**src/rtl/wl_seq_pkg.sv**
```systemverilog
package wl_seq_pkg;
  typedef enum logic [3:0] {
    ST_IDLE, ST_ODT, ST_MR1, ST_MR2, ST_WAIT, ST_ON,
    ST_SEED, ST_TRN, ST_READ, ST_OFF, ST_REST, ST_DONE
  } wl_state_e;

  localparam logic [1:0] MR_ONE      = 2'd1;
  localparam logic [1:0] MR_TWO      = 2'd2;
  localparam logic [1:0] KIND_RDIMM  = 2'd1;
  localparam logic [1:0] KIND_SODIMM = 2'd2;
  localparam logic [1:0] ZQ_OFF      = 2'd0;
  localparam logic [1:0] ZQ_NORMAL   = 2'd2;
endpackage

```
**src/rtl/wl_next_cs.sv**
```systemverilog
module wl_next_cs #(
  parameter int NUM_CS = 8,
  parameter int CS_W   = 3
) (
  input  logic [NUM_CS-1:0] mask_i,
  input  logic [CS_W-1:0]   cur_i,
  input  logic              first_i,
  output logic              vld_o,
  output logic [CS_W-1:0]   cs_o
);
  // lowest populated rank above cur_i (or lowest overall when first_i)
  always_comb begin
    vld_o = 1'b0;
    cs_o  = '0;
    for (int i = NUM_CS - 1; i >= 0; i--) begin
      if (mask_i[i] && (first_i || i > int'(cur_i))) begin
        vld_o = 1'b1;
        cs_o  = CS_W'(i);
      end
    end
  end
endmodule

```
**src/rtl/wl_seed_pick.sv**
```systemverilog
module wl_seed_pick
  import wl_seq_pkg::*;
#(
  parameter int          LANES  = 8,
  parameter int          DW     = 8,
  parameter logic [7:0]  SEED_R = 8'h41,
  parameter logic [7:0]  SEED_S = 8'h12,
  parameter logic [7:0]  SEED_U = 8'h1A
) (
  input  logic [1:0]          kind_i,
  input  logic                ovr_en_i,
  input  logic [LANES*DW-1:0] ovr_i,
  output logic [LANES*DW-1:0] seed_o
);
  logic [DW-1:0] dflt;

  always_comb begin
    case (kind_i)
      KIND_RDIMM:  dflt = DW'(SEED_R);
      KIND_SODIMM: dflt = DW'(SEED_S);
      default:     dflt = DW'(SEED_U);
    endcase
  end

  for (genvar g = 0; g < LANES; g++) begin : g_lane
    assign seed_o[g*DW +: DW] = ovr_en_i ? ovr_i[g*DW +: DW] : dflt;
  end
endmodule

```
**src/rtl/wl_lane_fix.sv**
```systemverilog
module wl_lane_fix #(
  parameter int DW = 8,
  parameter int GW = 3
) (
  input  logic [DW-1:0] seed_i,
  input  logic [DW-1:0] trained_i,
  output logic [DW-1:0] final_o
);
  localparam logic [GW-1:0] GROSS_WRAP = GW'(3);

  logic wrap;
  // training slipped backwards past zero: pull the result to zero
  assign wrap    = (seed_i[DW-1 -: GW] == '0) && (trained_i[DW-1 -: GW] == GROSS_WRAP);
  assign final_o = wrap ? '0 : trained_i;
endmodule

```
**src/rtl/wl_seq.sv**
```systemverilog
module wl_seq
  import wl_seq_pkg::*;
#(
  parameter int         NUM_CS    = 8,
  parameter int         LANES     = 8,
  parameter int         DW        = 8,
  parameter int         WAIT_PREP = 40,
  parameter int         SETTLE    = 10,
  parameter int         TRN_LONG  = 200,
  parameter int         TRN_SHORT = 32,
  parameter logic [7:0] SEED_R    = 8'h41,
  parameter logic [7:0] SEED_S    = 8'h12,
  parameter logic [7:0] SEED_U    = 8'h1A,
  localparam int        CS_W      = $clog2(NUM_CS),
  localparam int        DIMM_W    = CS_W - 1,
  localparam int        LANE_W    = $clog2(LANES)
) (
  input  logic                clk_i,
  input  logic                rst_ni,
  input  logic                start_i,
  input  logic                second_pass_i,
  input  logic [DIMM_W-1:0]   dimm_sel_i,
  input  logic [NUM_CS-1:0]   cs_present_i,
  input  logic [1:0]          dimm_kind_i,
  input  logic                seed_ovr_en_i,
  input  logic [LANES*DW-1:0] seed_ovr_i,
  output logic                busy_o,
  output logic                done_o,
  output logic                dis_refresh_o,
  output logic [1:0]          zq_interval_o,
  output logic [DIMM_W-1:0]   trn_dimm_o,
  output logic                odt_set_o,
  output logic [CS_W-1:0]     odt_cs_o,
  output logic                odt_wl_o,
  output logic                mrs_valid_o,
  input  logic                mrs_ready_i,
  output logic [CS_W-1:0]     mrs_cs_o,
  output logic [1:0]          mrs_reg_o,
  output logic                mrs_wl_o,
  output logic                mrs_qoff_o,
  output logic                phy_odt_en_o,
  output logic                phy_trn_en_o,
  output logic                dly_we_o,
  output logic                dly_rd_o,
  output logic                dly_sel_o,
  output logic [LANE_W-1:0]   dly_lane_o,
  output logic [DW-1:0]       dly_wdata_o,
  input  logic [DW-1:0]       dly_rdata_i
);
  localparam int CNT_MAX = (TRN_LONG > WAIT_PREP) ? TRN_LONG : WAIT_PREP;
  localparam int CNT_W   = $clog2(CNT_MAX + 1);
  localparam logic [CNT_W-1:0] LD_PREP  = CNT_W'(WAIT_PREP - 1);
  localparam logic [CNT_W-1:0] LD_SET   = CNT_W'(SETTLE - 1);
  localparam logic [CNT_W-1:0] LD_LONG  = CNT_W'(TRN_LONG - 1);
  localparam logic [CNT_W-1:0] LD_SHORT = CNT_W'(TRN_SHORT - 1);
  localparam logic [LANE_W-1:0] LANE_LAST = LANE_W'(LANES - 1);

  wl_state_e           state_q;
  logic                exit_q, pass2_q, dis_ref_q, odt_en_q;
  logic [1:0]          zq_q;
  logic [CS_W-1:0]     cs_q;
  logic [DIMM_W-1:0]   dimm_q;
  logic [NUM_CS-1:0]   mask_q;
  logic [LANE_W-1:0]   lane_q;
  logic [CNT_W-1:0]    cnt_q;
  logic [LANES*DW-1:0] seed_q, seed_pick;
  logic [DW-1:0]       seed_cur, fixed;
  logic                nxt_vld, own_rank, idle;
  logic [CS_W-1:0]     nxt_cs;

  assign idle = (state_q == ST_IDLE);

  wl_next_cs #(.NUM_CS(NUM_CS), .CS_W(CS_W)) i_next_cs (
    .mask_i  (idle ? cs_present_i : mask_q),
    .cur_i   (cs_q),
    .first_i (idle || state_q == ST_OFF),
    .vld_o   (nxt_vld),
    .cs_o    (nxt_cs)
  );

  wl_seed_pick #(.LANES(LANES), .DW(DW), .SEED_R(SEED_R), .SEED_S(SEED_S),
                 .SEED_U(SEED_U)) i_seed_pick (
    .kind_i   (dimm_kind_i),
    .ovr_en_i (seed_ovr_en_i),
    .ovr_i    (seed_ovr_i),
    .seed_o   (seed_pick)
  );

  assign seed_cur = seed_q[lane_q*DW +: DW];

  wl_lane_fix #(.DW(DW), .GW(3)) i_lane_fix (
    .seed_i    (seed_cur),
    .trained_i (dly_rdata_i),
    .final_o   (fixed)
  );

  always_ff @(posedge clk_i or negedge rst_ni) begin
    if (!rst_ni) begin
      state_q   <= ST_IDLE;
      exit_q    <= 1'b0;
      pass2_q   <= 1'b0;
      dis_ref_q <= 1'b0;
      odt_en_q  <= 1'b0;
      zq_q      <= ZQ_NORMAL;
      cs_q      <= '0;
      dimm_q    <= '0;
      mask_q    <= '0;
      lane_q    <= '0;
      cnt_q     <= '0;
      seed_q    <= '0;
    end else begin
      unique case (state_q)
        ST_IDLE: if (start_i) begin
          dis_ref_q <= 1'b1;
          zq_q      <= ZQ_OFF;
          dimm_q    <= dimm_sel_i;
          mask_q    <= cs_present_i;
          pass2_q   <= second_pass_i;
          seed_q    <= seed_pick;
          exit_q    <= 1'b0;
          if (nxt_vld) begin
            cs_q    <= nxt_cs;
            state_q <= ST_ODT;
          end else begin
            cnt_q   <= LD_PREP;
            state_q <= ST_WAIT;
          end
        end
        ST_ODT: state_q <= ST_MR1;
        ST_MR1: if (mrs_ready_i) state_q <= ST_MR2;
        ST_MR2: if (mrs_ready_i) begin
          if (nxt_vld) begin
            cs_q    <= nxt_cs;
            state_q <= ST_ODT;
          end else if (!exit_q) begin
            cnt_q   <= LD_PREP;
            state_q <= ST_WAIT;
          end else begin
            dis_ref_q <= 1'b0;
            zq_q      <= ZQ_NORMAL;
            state_q   <= ST_REST;
          end
        end
        ST_WAIT: if (cnt_q == '0) begin
          odt_en_q <= 1'b1;
          cnt_q    <= LD_SET;
          state_q  <= ST_ON;
        end else cnt_q <= cnt_q - 1'b1;
        ST_ON: if (cnt_q == '0) begin
          lane_q  <= '0;
          state_q <= ST_SEED;
        end else cnt_q <= cnt_q - 1'b1;
        ST_SEED: if (lane_q == LANE_LAST) begin
          lane_q  <= '0;
          cnt_q   <= pass2_q ? LD_SHORT : LD_LONG;
          state_q <= ST_TRN;
        end else lane_q <= lane_q + 1'b1;
        ST_TRN: if (cnt_q == '0) state_q <= ST_READ;
                else cnt_q <= cnt_q - 1'b1;
        ST_READ: if (lane_q == LANE_LAST) begin
          odt_en_q <= 1'b0;
          cnt_q    <= LD_SET;
          state_q  <= ST_OFF;
        end else lane_q <= lane_q + 1'b1;
        ST_OFF: if (cnt_q == '0) begin
          exit_q <= 1'b1;
          if (nxt_vld) begin
            cs_q    <= nxt_cs;
            state_q <= ST_ODT;
          end else begin
            dis_ref_q <= 1'b0;
            zq_q      <= ZQ_NORMAL;
            state_q   <= ST_REST;
          end
        end else cnt_q <= cnt_q - 1'b1;
        ST_REST: state_q <= ST_DONE;
        ST_DONE: state_q <= ST_IDLE;
        default: state_q <= ST_IDLE;
      endcase
    end
  end

  assign own_rank = (cs_q[CS_W-1:1] == dimm_q);

  assign busy_o        = !idle;
  assign done_o        = (state_q == ST_DONE);
  assign dis_refresh_o = dis_ref_q;
  assign zq_interval_o = zq_q;
  assign trn_dimm_o    = dimm_q;
  assign odt_set_o     = (state_q == ST_ODT);
  assign odt_cs_o      = cs_q;
  assign odt_wl_o      = !exit_q;
  assign mrs_valid_o   = (state_q == ST_MR1) || (state_q == ST_MR2);
  assign mrs_cs_o      = cs_q;
  assign mrs_reg_o     = (state_q == ST_MR1) ? MR_ONE : MR_TWO;
  assign mrs_wl_o      = (state_q == ST_MR1) && !exit_q && own_rank;
  assign mrs_qoff_o    = (state_q == ST_MR1) && !exit_q && !own_rank;
  assign phy_odt_en_o  = odt_en_q;
  assign phy_trn_en_o  = (state_q == ST_TRN);
  assign dly_we_o      = (state_q == ST_SEED) || (state_q == ST_READ);
  assign dly_rd_o      = (state_q == ST_READ);
  assign dly_sel_o     = (state_q == ST_READ);
  assign dly_lane_o    = lane_q;
  assign dly_wdata_o   = (state_q == ST_READ) ? fixed : seed_cur;


  suspend_chk: assert property (@(posedge clk_i) disable iff (!rst_ni)
    (mrs_valid_o || odt_set_o) |-> (dis_refresh_o && zq_interval_o == ZQ_OFF));


  wl_qoff_excl_chk: assert property (@(posedge clk_i) disable iff (!rst_ni)
    mrs_valid_o |-> !(mrs_wl_o && mrs_qoff_o));


  mrs_hold_chk: assert property (@(posedge clk_i) disable iff (!rst_ni)
    (mrs_valid_o && !mrs_ready_i) |=> (mrs_valid_o && $stable(mrs_cs_o) &&
      $stable(mrs_reg_o) && $stable(mrs_wl_o) && $stable(mrs_qoff_o)));


  trn_quiet_chk: assert property (@(posedge clk_i) disable iff (!rst_ni)
    phy_trn_en_o |-> (phy_odt_en_o && !dly_we_o && !dly_rd_o && !mrs_valid_o));


  rd_with_wr_chk: assert property (@(posedge clk_i) disable iff (!rst_ni)
    (dly_we_o && dly_sel_o) |-> (dly_rd_o && phy_odt_en_o));


  done_pulse_chk: assert property (@(posedge clk_i) disable iff (!rst_ni)
    done_o |=> (!done_o && !busy_o && !dis_refresh_o && zq_interval_o == ZQ_NORMAL));


  busy_hold_chk: assert property (@(posedge clk_i) disable iff (!rst_ni)
    (busy_o && !done_o) |=> busy_o);
endmodule

```
**config.mk**
```make
export PLATFORM = sky130hd
export DESIGN_NAME = wl_seq
export DESIGN_NICKNAME = d
export VERILOG_FILES = /design/src/rtl/wl_seq_pkg.sv /design/src/rtl/wl_next_cs.sv /design/src/rtl/wl_seed_pick.sv /design/src/rtl/wl_lane_fix.sv /design/src/rtl/wl_seq.sv
export SDC_FILE = /design/constraint.sdc
export NUM_CORES = 1
export LEC_CHECK = 0
export BUFFER_PORTS_ARGS = -buffer_cell sky130_fd_sc_hd__buf_2
export CAP_MARGIN = 10
export CORE_MARGIN = 3
export CORE_UTILIZATION = 50
export CTS_CLUSTER_DIAMETER = 200
export CTS_CLUSTER_SIZE = 28
export DETAILED_ROUTE_END_ITERATION = 10
export PLACE_DENSITY = 0.89
export SLEW_MARGIN = 10
export SYNTH_ARGS = -nofsm -noshare
export SYNTH_HDL_FRONTEND = slang
export SYNTH_SLANG_ARGS = --single-unit
```
**constraint.sdc**
```tcl
create_clock -name clk_i -period 2.9 [get_ports clk_i]
set_clock_uncertainty 0.2 [all_clocks]
set_input_delay 0 -clock clk_i [delete_from_list [all_inputs] [get_ports clk_i]]
set_output_delay 0 -clock clk_i [all_outputs]
set_load 0.1 [all_outputs]
```
==> flow_summary_export.csv, run 1 <==
group,metric,value,unit
grt,grt_usage,0.296,
power,p_seq_frac,0.517,
flow_run,max-cap-violations,0,
setup_path,reg2reg_to,"cnt_q[3]",
setup_path,ff2ff_setup_slack,0.11,ns
logic_synthesis,synth_cell_type_count,62,
drt,wl,18.5,mm
clocking,root_buffer,"clkbuf_8",
clocking,clk_pin_slew,0.10,ns
drt,post_drt_wl_per_cell,18.7,um
logic_synthesis,yosysWarnings,0,
timing,drv_slew,0,
clocking,cts_buffer_depth,2,
setup_path,crit_chain,"buf_12 > mux4_2 > mux2i_2 > and4b_1 > a31oi_1 > buf_4 > nand2_1 > o21ai_4 > buf_12",
drt,viasPerCell,5.97,
power,p_leak,3.70,nW
setup_path,r2r-start,"state_q[3]",
timing,max_freq,356,MHz
logic_synthesis,synth_edf_count,0,
place,gp_congestion,0.950,
hold_path,whs_path_depth,3,
power,p_clk_frac,0.362,
timing,worst_pin_slew,1.14,ns
logic_synthesis,synth-main-ff-cell,"dfrtp_1",
place,hpwl,10.6,mm
grt,antenna_found_initial,2,
setup_path,start_kind,"flop",
place,portBuffers,124,
grt,grt_max_degree,61,
logic_synthesis,synth-async-reset-ratio,1.00,
setup_path,cp_max_fo,12,
logic_synthesis,netlist_area,5610,um2
outcome,violations,"negative hold slack",
grt,overflow,0,
timing,whs,-0.00336,ns
hold_path,holdPathEnd,"seed_q[28]",
layout,drive_above_1_share,0.256,
timing,final.setup.tns,0,ns
logic_synthesis,ys_ff_latch,97,
clocking,cts_made_buffers,9,
setup_path,required,2.70,ns
drt,drc,0,
drt,first_pass_iters,6,
place,place_area,6650,um2
timing,finalSetupViolations,0,
timing,slew_headroom,0.238,
drt,drt_iter0_drc,505,
drt,drtAntennaViolNets,0,
power,combPwrFrac,0.121,
power,swShare,0.264,
power,vdd_ir_drop_max,0.315,mV
timing,period_share,0.969,
timing,rsz0062_at_grt,"false",
power,switching_power,0.695,mW
floorplanning,io_pins,126,
clocking,htreeDepth,3,
drt,vias,5920,
hold_path,min_path_type,"input pin to flop",
clocking,cts_tree,"done",
outcome,status,"finished, violations left",
clocking,clock_latency,0.38,ns
logic_synthesis,yosysSeqAreaShare,0.433,
clocking,clock_sinks,97,
layout,layout.cells.most_common,"nand2_1",
floorplanning,floorplan.rows,38,
floorplanning,die_y,112,um
logic_synthesis,synth_cells,635,
power,power_per_cell_area,333,nW/um2
setup_path,crit_type,"flop to output port",
setup_path,cpPeakStageDelay,0.56,ns
logic_synthesis,avgSynthCellArea,8.83,um2
power,finalPower,2.63,mW
floorplanning,die-area,12500,um2
grt,grt_pass1_vias,5917,
hold_path,worstHoldStart,"seed_ovr_en_i",
logic_synthesis,synth_nets,730,
layout,num-nets-final,939,
power,internal_power,1.93,mW
floorplanning,dieWidth,112,um
grt,grt_pass1_wl,29.8,mm
setup_path,slowest_stage,"mux4_2",
layout,syn2layout_area_growth,40.6,%
setup_path,critical_path.most_common_cell,"buf_12",
floorplanning,start_util,0.515,
layout,stdcell_area,7880,um2
timing,period_minus_slack,2.81,ns
floorplanning,core,10900,um2
setup_path,endpoint_kind,"output port",
setup_path,rr_worst_depth,7,
setup_path,crit_arrival,2.61,ns
timing,hold_viol,1,
layout,mostFrequentLayoutCells,"nand2_1, buf_2, dlygate4sd3_1, dfrtp_1, a21oi_1",
[what timing repair did]
| action | in CTS | in global routing |
|---|---|---|
| hold buffers | 96 | 0 |
| gates cloned | 0 | 0 |
| pin swaps | 0 | 2 |
| gates resized for setup | 2 | 6 |
| setup endpoints to repair | 4 | 16 |
| buffers inserted | 0 | 4 |
| hold endpoints to repair | 133 | 0 |
[kinds of logic after synthesis]
kind of cell,after synthesis,synth area share
fa+ha+maj,5,0.0112
simple gates,253,0.210
other cells,1,0.000669
mux,38,0.105
buf+inv,66,0.0489
compound gates,170,0.183
flops,97,0.433
xor+xnor,5,0.00781
[worst max-delay path: cells and delay by family (launching register included)]
kind,cells,cell delay (ns)
multiplexers,2,0.77
buffers and inverters,3,0.54
flip-flops,1,0.42
AND/OR/NAND/NOR,2,0.33
AO/OA/AOI/OAI,2,0.15
[through the flow]
step | worst slack, ns | cells | hold WS, ns | util
CTS | 0.0231 | 985 | 0.000310 | 0.719
global placement | 0.134 | 873 | -0.102 | 0.611
floorplan | -0.529 | 635 | -0.496 | -
global route | 0.00928 | 991 | 0.0587 | 0.724
detailed placement | -0.136 | 873 | -0.0975 | 0.611
finish | 0.0913 | 991 | -0.00336 | 0.724
[Yosys cell counts (6+ instances only)]
master / instances / area [um2]
nand3_1: 31 / 155
o21a_1: 7 / 52.6
nor2b_1: 11 / 68.8
nand2_1: 147 / 552
mux4_2: 16 / 360
buf_1: 8 / 30.0
a31oi_1: 6 / 37.5
buf_2: 6 / 30.0
clkbuf_1: 34 / 128
nor2_1: 24 / 90.1
nand2b_1: 9 / 56.3
dfrtp_1: 96 / 2400
mux2i_1: 14 / 140
inv_1: 12 / 45.0
o21ai_0: 60 / 300
a21oi_1: 54 / 270
nor3_1: 6 / 30.0
[registers in the layout (all words and copies together) (netlist names)]
register	count
seed_q	64
cnt_q	8
mask_q	8
state_q	4
dly_lane_o	3
mrs_cs_o	3
trn_dimm_o	2
dis_refresh_o	1
exit_q	1
pass2_q	1
phy_odt_en_o	1
zq_interval_o	1
[how the worst max path moves through the flow]
stage / from / endpoint / slack [ns] / depth (start not counted)
after floorplan: state_q[1] / dly_wdata_o[5] / -0.53 / 6
after global placement: state_q[3] / state_q[1] / 0.13 / 7
after detailed placement: state_q[3] / state_q[1] / -0.14 / 7
after CTS: state_q[3] / dly_wdata_o[6] / 0.02 / 8
after global routing: dly_lane_o[0] / dly_wdata_o[2] / 0.009 / 9
final: dly_lane_o[0] / dly_wdata_o[2] / 0.09 / 9
[power groups by stage]
stage / clock network, mW / logic (mW) / registers [mW]
2_1_floorplan: 0 / 0.0753 / 1.39
4_1_cts: 0.935 / 0.299 / 1.36
5_1_grt: 1.01 / 0.342 / 1.36
6_report: 0.950 / 0.319 / 1.36
3_3_place_gp: 0 / 0.185 / 1.38
3_5_place_dp: 0 / 0.187 / 1.38
[cell type report]
cell class                      count  area [um2]
Antenna cell                        2        5.00
Clock buffer                       10         128
Clock inverter                      6        76.3
Fill cell                         700        3010
Inverter                           13        51.3
Multi-Input combinational cell    472        3040
Sequential cell                    97        2430
Tap cell                          140         175
Timing Repair Buffer              251        1980
[routing by layer]
layer	up-vias	part of all wire	global-route usage
met5	-	0	0
met4	0	0.038	0.129
met3	73	0.078	0.0614
met2	370	0.50	0.504
met1	2814	0.38	0.366
li1	2663	-	-
No activity file was read; power rests on OpenSTA's default activity.
==> inputs of run 2 (changes only) <==
--- a/config.mk
+++ b/config.mk
@@ -5,6 +5,7 @@
 export SDC_FILE = /design/constraint.sdc
 export NUM_CORES = 1
 export LEC_CHECK = 0
+export ABC_AREA = 1
 export BUFFER_PORTS_ARGS = -buffer_cell sky130_fd_sc_hd__buf_2
 export CAP_MARGIN = 10
 export CORE_MARGIN = 3
@@ -12,7 +13,7 @@
 export CTS_CLUSTER_DIAMETER = 200
 export CTS_CLUSTER_SIZE = 28
 export DETAILED_ROUTE_END_ITERATION = 10
-export PLACE_DENSITY = 0.89
+export PLACE_DENSITY = 0.88
 export SLEW_MARGIN = 10
 export SYNTH_ARGS = -nofsm -noshare
 export SYNTH_HDL_FRONTEND = slang
==> run 2 against run 1 <==
  * The run now ends clean
  * First-iteration DRC count rose by 53%
  * Critical path depth grew 1
  * Sequential share of layout area is 0.99 points higher
  * Via count up 2.9%
  * Critical path type unchanged
  * Largest power group unchanged
==> flow_summary_export.csv, run 2 <==
group,metric,value,unit
setup_path,rr_worst_depth,13,
place,portBuffers,124,
timing,setup_ws,0.201,ns
drt,wl_met2,8.18,mm
clocking,cts_made_buffers,9,
clocking,cts_buffer_depth,2,
flow_run,max-cap-violations,0,
timing,slew_headroom,0.338,
clocking,htreeDepth,3,
setup_path,crit_type,"flop to output port",
clocking,clock_latency,0.34,ns
drt,post_drt_wl_per_cell,15.6,um
layout,largest_reg_flops,64,
grt,grt_pass1_wl,28.5,mm
hold_path,whs_path_depth,4,
logic_synthesis,ys_ff_latch,97,
grt,grt_usage,0.278,
drt,drtAntennaViolNets,0,
drt,viasPerCell,5.49,
drt,dr_wl_met3,1.40,mm
clocking,cts_tree,"done",
logic_synthesis,synth_area_leaders,"dfrtp_1, nand2_1, o21ai_0",
place,hpwl,11.1,mm
power,p_leak,3.95,nW
place,gp_congestion,0.996,
timing,whs,0.0371,ns
setup_path,crit_arrival,2.50,ns
drt,maxUsedRoutingLayer,"met4",
outcome,status,"completed",
logic_synthesis,synth-async-reset-ratio,1.00,
timing,drv_slew,0,
logic_synthesis,synth_compound_area_frac,0.170,
logic_synthesis,synth_xor_area_frac,0.00613,
grt,antenna_found_initial,0,
drt,wl,17.4,mm
floorplanning,floorplan.rows,38,
setup_path,required,2.70,ns
layout,largestRegisters,"seed_q (64), cnt_q (8), mask_q (8)",
drt,drt_iter0_drc,774,
floorplanning,core,11000,um2
layout,syn2layout_area_growth,33.3,%
floorplanning,start_util,0.521,
place,dp.cells,1016,
timing,max_freq,370,MHz
logic_synthesis,yosys.area_share.simple,0.298,
grt,overflow,0,
logic_synthesis,synth_top_area_share,0.420,
grt,grt_max_degree,79,
setup_path,endpoint_kind,"output port",
logic_synthesis,avgSynthCellArea,7.30,um2
logic_synthesis,synth_cells,783,
timing,finalSetupViolations,0,
grt,grt_pass1_vias,5887,
logic_synthesis,synth_cell_type_count,43,
logic_synthesis,synth_top_family_by_area,"simple AND/OR/NAND/NOR gates",
layout,mostFrequentLayoutCells,"nand2_1, buf_2, dfrtp_1, o21ai_0, nand3_1",
logic_synthesis,synth_adder_area_share,0.0109,
layout,num-nets-final,1059,
logic_synthesis,synthTopCellsByCount,"nand2_1, dfrtp_1, o21ai_0, nand3_1, inv_1",
setup_path,start_kind,"flop",
drt,first_pass_iters,5,
logic_synthesis,synth-main-ff-cell,"dfrtp_1",
drt,m1WireLength,7.05,mm
drt,vias,6089,
layout,fin_cells,1109,
logic_synthesis,yosysWarnings,0,
logic_synthesis,netlist_area,5720,um2
power,power_per_cell_area,367,nW/um2
setup_path,cp_max_fo,17,
floorplanning,dieWidth,113,um
logic_synthesis,synth_edf_count,0,
logic_synthesis,yosysTopAreaCell,"dfrtp_1",
hold_path,min_path_type,"input pin to flop",
place,dp_slack,0.645,ns
timing,period_minus_slack,2.70,ns
power,finalPower,2.79,mW
logic_synthesis,yosysSeqAreaShare,0.425,
clocking,root_buffer,"clkbuf_16",
drt,drc,0,
layout,drive_above_1_share,0.210,
logic_synthesis,synth_nets,878,
timing,hold_viol,0,
timing,rsz0062_at_grt,"false",
layout,top_register,"seed_q",
layout,fillers,814,
timing,worst_pin_slew,0.992,ns
floorplanning,io_pins,126,
clocking,clock_sinks,97,
floorplanning,die-area,12800,um2
layout,layout.cells.most_common,"nand2_1",
logic_synthesis,synth_mux_area_frac,0,
clocking,clk_pin_slew,0.07,ns
floorplanning,die_y,113,um
power,vdd_ir_drop_max,0.355,mV
timing,period_share,0.931,
setup_path,ff2ff_setup_slack,0.60,ns
layout,fin_util,0.694,
logic_synthesis,yosysMostFrequentCell,"nand2_1",
[run 2: cell count changes in the layout (fill, tap and decap cells not counted), sizes merged, moves of 11 or more]
cell	delta
o21a	+15
inv	+57
mux2i	-14
mux4	-16
nor2	+14
o21ai	+46
dlygate4sd3	-19
nand2	+100
nor2b	-11
buf	-18
nand3	+57
a21oi	-17
[run 2: final cells by class]
type | count | area (um2) | area share
antenna | 1 | 2.50 | 0.000328
clock buffer | 9 | 225 | 0.0296
clock inverter | 6 | 68.8 | 0.00903
inverter | 73 | 277 | 0.0363
multi-input combinational | 569 | 2820 | 0.370
sequential | 97 | 2430 | 0.319
tap | 140 | 175 | 0.0230
timing repair buffer | 214 | 1620 | 0.213
[run 2: cells by family after synthesis]
| family | count (synthesis) |
|---|---|
| flops | 97 |
| fa+ha+maj | 5 |
| simple gates | 385 |
| compound gates | 174 |
| other cells | 1 |
| buf+inv | 117 |
| xor+xnor | 4 |
[run 2: path summary, 6_finish.rpt]
path / to / startpoint
worst max-delay path: dly_wdata_o[6] / dly_lane_o[1]
worst min-delay path: dis_refresh_o / start_i
worst max register to register: cnt_q[1] / state_q[1]
worst min register to register: zq_interval_o[1] / zq_interval_o[1]
max in group asynchronous: seed_q[10] / rst_ni
min in group asynchronous: mrs_cs_o[1] / rst_ni
[run 2: power by group]
| part | switching, mW | total (mW) | internal (mW) | leakage [nW] |
|---|---|---|---|---|
| clock | 0.526 | 1.19 | 0.668 | 0.135 |
| sequential | 0 | 1.35 | 1.35 | 1.14 |
| combinational | 0.120 | 0.247 | 0.127 | 2.67 |
[run 2: per-layer routing]
metal / track usage / up-vias
met5: 0 / -
met1: 0.366 / 2773
met2: 0.448 / 331
met3: 0.0460 / 71
li1: - / 2914
met4: 0.131 / 0
[run 2: stage by stage]
step	area, um2	setup TNS [ns]
finish	7620	0
global route	7620	0
CTS	7620	0
detailed placement	6550	0
global placement	6550	0
floorplan	5760	-0.171
[run 2: critical path, cell delays in order (launching register included)]
cell and delay, ns:
dfrtp_1 0.35, clkinv_1 0.38, a21oi_1 0.29, o21ai_0 0.12, nand3_1 0.11, o21a_1 0.16
nor2_1 0.05, nand2_1 0.23, nand3_1 0.15, nand2_2 0.13, buf_12 0.18
[run 2: timing repair]
action / in CTS / in global routing
endpoints found under the setup margin: 0 / 0
endpoints found under the hold margin: 153 / 0
hold buffers: 77 / 0
setup buffers: 0 / 0
resized for setup: 0 / 0
